File: config.mk
export PLATFORM = sky130hd
export DESIGN_NAME = fan_pwm_ctrl
export DESIGN_NICKNAME = d
export VERILOG_FILES = /design/src/rtl/fan_pwm_ctrl.sv
export SDC_FILE = /design/constraint.sdc
export NUM_CORES = 1
export LEC_CHECK = 0
export BUFFER_PORTS_ARGS = -buffer_cell sky130_fd_sc_hd__buf_2
export CAP_MARGIN = 30
export CORE_AREA = 4 4 82 104
export CTS_CLUSTER_DIAMETER = 30
export DETAILED_ROUTE_END_ITERATION = 10
export DIE_AREA = 0 0 86 108
export PLACE_DENSITY = 0.78
export SLEW_MARGIN = 20
export SYNTH_ARGS = -nofsm -noshare
export SYNTH_HDL_FRONTEND = slang
export SYNTH_SLANG_ARGS = --single-unit
File: constraint.sdc
create_clock -name clk -period 2.8 [get_ports clk]
set_input_delay 0.28 -clock clk [delete_from_list [all_inputs] [get_ports clk]]
set_output_delay 0.28 -clock clk [all_outputs]
set_load 0.02 [all_outputs]
File: src/rtl/fan_pwm_ctrl.sv
module fan_pwm_ctrl #(
  parameter int TEMP_W        = 16,
  parameter int WIDTH_W       = 16,
  parameter int PERIOD        = 1000,
  parameter int SETTLE_CYCLES = 500_000_000,
  parameter int MID_ON        = 41003,
  parameter int MID_OFF       = 40350,
  parameter int HOT_ON        = 43617,
  parameter int HOT_OFF       = 42963,
  parameter int W_LOW         = 250,
  parameter int W_MID         = 600,
  parameter int W_FULL        = 1000
) (
  input  logic               clk,
  input  logic               rst_n,
  input  logic [TEMP_W-1:0]  temp_i,
  input  logic [WIDTH_W-1:0] sw_width_i,
  input  logic               sw_wr_i,
  output logic               pwm_o,
  output logic [WIDTH_W-1:0] width_o,
  output logic [WIDTH_W-1:0] period_o,
  output logic               temp_up_o,
  output logic               pwm_chg_o
);

  localparam int PH_W  = $clog2(PERIOD);
  localparam int CNT_W = $clog2(SETTLE_CYCLES + 1);
  localparam logic [WIDTH_W-1:0] PER_W  = WIDTH_W'(PERIOD);
  localparam logic [WIDTH_W-1:0] INIT_W = WIDTH_W'((W_LOW > PERIOD) ? PERIOD : W_LOW);
  localparam logic [PH_W-1:0]    PH_END = PH_W'(PERIOD - 1);
  localparam logic [CNT_W-1:0]   SETTLE = CNT_W'(SETTLE_CYCLES);

  logic [PH_W-1:0]    phase;
  logic [WIDTH_W-1:0] req_w, cur_w, clamp_w, step_w;
  logic [1:0]         lvl, lvl_nxt;
  logic [CNT_W-1:0]   wait_cnt;
  logic               tu_q, pc_q, wrap, lvl_chg;

  always_comb begin
    case (lvl)
      2'd0:    lvl_nxt = (temp_i >= TEMP_W'(HOT_ON)) ? 2'd2 :
                         (temp_i >= TEMP_W'(MID_ON)) ? 2'd1 : 2'd0;
      2'd1:    lvl_nxt = (temp_i >= TEMP_W'(HOT_ON)) ? 2'd2 :
                         (temp_i <  TEMP_W'(MID_OFF)) ? 2'd0 : 2'd1;
      default: lvl_nxt = (temp_i >= TEMP_W'(HOT_OFF)) ? 2'd2 :
                         (temp_i <  TEMP_W'(MID_OFF)) ? 2'd0 : 2'd1;
    endcase
    case (lvl_nxt)
      2'd0:    step_w = WIDTH_W'(W_LOW);
      2'd1:    step_w = WIDTH_W'(W_MID);
      default: step_w = WIDTH_W'(W_FULL);
    endcase
  end

  assign lvl_chg   = lvl_nxt != lvl;
  assign wrap      = phase == PH_END;
  assign clamp_w   = (req_w > PER_W) ? PER_W : req_w;
  assign pwm_o     = WIDTH_W'(phase) < cur_w;
  assign width_o   = cur_w;
  assign period_o  = PER_W;
  assign temp_up_o = tu_q;
  assign pwm_chg_o = pc_q;

  always_ff @(posedge clk or negedge rst_n) begin
    if (!rst_n) begin
      phase    <= '0;
      lvl      <= 2'd0;
      req_w    <= WIDTH_W'(W_LOW);
      cur_w    <= INIT_W;
      wait_cnt <= '0;
      tu_q     <= 1'b0;
      pc_q     <= 1'b0;
    end else begin
      phase <= wrap ? '0 : phase + 1'b1;
      if (wrap) cur_w <= clamp_w;
      lvl  <= lvl_nxt;
      tu_q <= lvl_nxt > lvl;
      pc_q <= 1'b0;
      if (lvl_chg) begin
        req_w    <= step_w;
        wait_cnt <= SETTLE;
      end else if (sw_wr_i) begin
        req_w    <= sw_width_i;
        wait_cnt <= '0;
        pc_q     <= 1'b1;
      end else if (wait_cnt != '0) begin
        wait_cnt <= wait_cnt - 1'b1;
        if (wait_cnt == CNT_W'(1)) pc_q <= 1'b1;
      end
    end
  end


  width_hold_chk: assert property (@(posedge clk) disable iff (!rst_n)
    !wrap |=> $stable(width_o));


  full_high_chk: assert property (@(posedge clk) disable iff (!rst_n)
    (width_o == PER_W) |-> pwm_o);


  tu_no_chg_chk: assert property (@(posedge clk) disable iff (!rst_n)
    temp_up_o |-> !pwm_chg_o);


  sw_chg_chk: assert property (@(posedge clk) disable iff (!rst_n)
    (sw_wr_i && !lvl_chg) |=> pwm_chg_o);


  hot_full_chk: assert property (@(posedge clk) disable iff (!rst_n)
    (temp_i >= TEMP_W'(HOT_ON)) |=> (lvl == 2'd2));

endmodule

==> flow_metrics.env <==
export IMPL_wl_um=8649
export IMPL_switching_share=0.3933
export IMPL_critical_path_slowest_cell="dfstp_2"
export IMPL_seq_area_frac_synth=0.4582
export IMPL_ys_top_cells_by_area="dfrtp_1 (38%), dfstp_2 (7.6%), nor2_1 (5.1%)"
export IMPL_netlist_area_um2=4129
export IMPL_worstMarginPinSlew_ns=0.6402
export IMPL_p_per_area_nw_per_um2=780.7
export IMPL_cp_common_cell="a21o_1"
export IMPL_die_area_um2=9288
export IMPL_fmax_mhz=389.2
export IMPL_grt_pass1_vias=3306
export IMPL_chipHeight_um=108
export IMPL_worstPathArrival_ns=2.29
export IMPL_synth_area_leader_cell="dfrtp_1"
export IMPL_critical_path_max_stage_delay_ns=0.53
export IMPL_final_min_clock_period_ns=2.570
export IMPL_h_tree_depth=3
export IMPL_avgViaCountPerCell=5.417
export IMPL_antenna_left=0
export IMPL_p_seq_frac=0.444
export IMPL_portBuffers=53
export IMPL_fin_nets=528
export IMPL_antenna_found_initial=0
export IMPL_p_switching_w=0.001424
export IMPL_hold_start="sw_width_i[6]"
export IMPL_min_period_over_period=0.9178
export IMPL_synthArstFlopShare=1.000
export IMPL_ios=70
export IMPL_ys_warnings_count=0
export IMPL_intPower_w=0.002196
export IMPL_ys_flop_type="dfrtp_1"
export IMPL_netlist_area_leader_share=0.3818
export IMPL_place_hpwl_um=6472
export IMPL_rsz0062_at_grt="no"
export IMPL_rr_worst_depth=10
export IMPL_grt_max_degree=53
export IMPL_grt_overflow=0
export IMPL_holdWs_ns=0.1629
export IMPL_path_clk_slew_ns=0.08
export IMPL_synth_avg_cell_area_um2=9.831
export IMPL_fillerInstances=661
export IMPL_finalSetupTns_ns=0
export IMPL_worstReg2RegEnd="wait_cnt[1]"
export IMPL_rrSetupSlack_ns=0.47
export IMPL_grt_usage=0.1991
export IMPL_root_buffer="clkbuf_8"
export IMPL_cts_tree="done"
export IMPL_holdPathStages=3
export IMPL_drt_pass1_iterations=5
export IMPL_ir_drop_mv=0.6954
export IMPL_crit_type="reg -> out"
export IMPL_syn_inst=420
export IMPL_diodes=0
export IMPL_grt_pass1_wl_um=14630
export IMPL_drive_gt1_frac=0.2227
export IMPL_synth_edf_count=0
export IMPL_cts_sinks=75
export IMPL_setup_viol=0
export IMPL_synth_cell_types=63
export IMPL_endpoint_kind="output pin"
export IMPL_max_slew_margin=0.5676
export IMPL_core_area_um2=7612
export IMPL_rows=36
export IMPL_rr_startpoint="lvl[1]"
export IMPL_start_util=0.5424
export IMPL_cts_buffer_depth=2
export IMPL_hold_path_class="in -> reg"
export IMPL_wire_per_inst_um=14.91
export IMPL_required_ns=2.52
export IMPL_synthToLayoutAreaGrowth_pct=12.30
export IMPL_power_leakage_nw=2.087
export IMPL_run_status="finished, final reports clean"
export IMPL_drv_cap=0
export IMPL_gp_congestion=0.8512
export IMPL_num_vias=3142
export IMPL_fin_skew_ns=0.01009
export IMPL_drc=0
export IMPL_hold_viol=0
export IMPL_cts_buffers=9
export IMPL_insertion_delay_ns=0.34
export IMPL_worstSetupStartpointType="register"
export IMPL_power_frac_clock=0.202
export IMPL_critical_path_cell_chain="inv_1 > ha_1 > a21o_1 > a21o_1 > a211oi_1 > o21ai_0 > nor4b_1 > nor2_1 > buf_2"
export IMPL_combPwrFrac=0.354
export IMPL_post_cts_setup_buffer_count=0
export IMPL_cp_max_fo=2
export IMPL_drv_slew=0
export IMPL_drt_iter0_markers=145
export IMPL_die_w_um=86
export IMPL_hold_end="req_w[6]"
export IMPL_ys_ff_latch=75
[state kept, by name, summed over array words and instances, names as in the netlist]
register   count
req_w         16
lvl            2
wait_cnt      29
width_o       16
pwm_chg_o      1
temp_up_o      1
phase         10
[worst max path at each step]
stage	start	to	slack, ns
6_report	width_o[1]	pwm_o	0.23
5_1_grt	width_o[1]	pwm_o	0.08
3_3_place_gp	temp_i[8]	wait_cnt[1]	0.25
3_5_place_dp	temp_i[8]	wait_cnt[1]	0.14
2_1_floorplan	width_o[1]	pwm_o	0.57
4_1_cts	width_o[1]	pwm_o	0.20
[cell usage after synthesis, types with 5 or more instances]
master,n
nor2_1,56
dfrtp_1,63
xor2_1,13
dfstp_2,12
buf_4,17
xnor2_1,20
o21ai_0,15
a21oi_1,16
ha_1,13
nand2_1,29
nand3_1,10
and2_1,8
mux2i_1,17
inv_1,21
clkbuf_1,5
nor3_1,18
nor4_1,11
[cell usage in the layout (no fill, tap or decap), types with 8 or more instances in the layout]
cell type  Yosys  routed
a21oi_1       16      16
and2_1         8       8
buf_2          4      53
buf_4         17       8
clkbuf_8       0       9
conb_1         2      16
dfrtp_1       63      63
dfstp_2       12      12
ha_1          13      13
inv_1         21      21
mux2i_1       17      17
nand2_1       29      29
nand3_1       10      10
nor2_1        56      56
nor3_1        18      18
nor4_1        11      11
o21ai_0       15      15
xnor2_1       20      20
xor2_1        13      13
[kinds of logic after synthesis]
| logic type | Yosys count | share of synthesized area |
|---|---|---|
| simple gates | 171 | 0.2264 |
| flops | 75 | 0.4582 |
| compound gates | 58 | 0.09000 |
| buf+inv | 49 | 0.06485 |
| xor+xnor | 33 | 0.07000 |
| mux | 19 | 0.04939 |
| fa+ha+maj | 13 | 0.03939 |
| other cells | 2 | 0.001819 |
[metal layers]
layer  vias up  share of wire  track usage
met1      1521           0.39       0.2235
met2        60           0.54       0.3539
met4         0          0.028       0.1131
met5         -              0            0
met3        19          0.035      0.03201
li1       1542              -            -
[what timing repair did]
item,CTS,global route
hold endpoints to repair,17,0
resized for setup,0,0
hold buffers,1,0
[power by group through the flow]
stage                     Sequential (W)  Clock (W)  Combinational [W]
final                            0.00161   0.000731            0.00128
after global routing             0.00164   0.000786            0.00145
after CTS                        0.00161   0.000742            0.00130
after detailed placement         0.00162          0            0.00128
after global placement           0.00160          0            0.00124
after floorplan                  0.00157          0            0.00106
[stage by stage]
stage / worst slack, ns / utilization / instance area [um2] / power [W] / instances
after floorplan: 0.5748 / - / 4182 / 0.002625 / 434
after global placement: 0.2549 / 0.5855 / 4457 / 0.002841 / 563
after detailed placement: 0.1363 / 0.5855 / 4457 / 0.002897 / 563
after CTS: 0.1962 / 0.6091 / 4637 / 0.003645 / 580
after global routing: 0.07881 / 0.6091 / 4637 / 0.003879 / 580
final: 0.2303 / 0.6091 / 4637 / 0.003620 / 580
[critical path: cells and delay by family (launching register included)]
kind                     cells  cell delay [ns]
AND/OR/NAND/NOR              2             0.24
buffers and inverters        2             0.21
flip-flops                   1             0.53
adder cells (fa/ha/maj)      1             0.28
AO/OA/AOI/OAI                4             0.68
[layout make-up]
type | instances | area, um2 | area share
clock buffers | 10 | 127.6 | 0.02752
inverters | 21 | 78.83 | 0.01700
well taps | 95 | 118.9 | 0.02563
flip-flops and latches | 75 | 1892 | 0.4080
repair buffers | 63 | 355.3 | 0.07663
clock inverters | 6 | 42.54 | 0.009174
multi-input cells | 310 | 2022 | 0.4360
(Power assumes the default switching activity.)
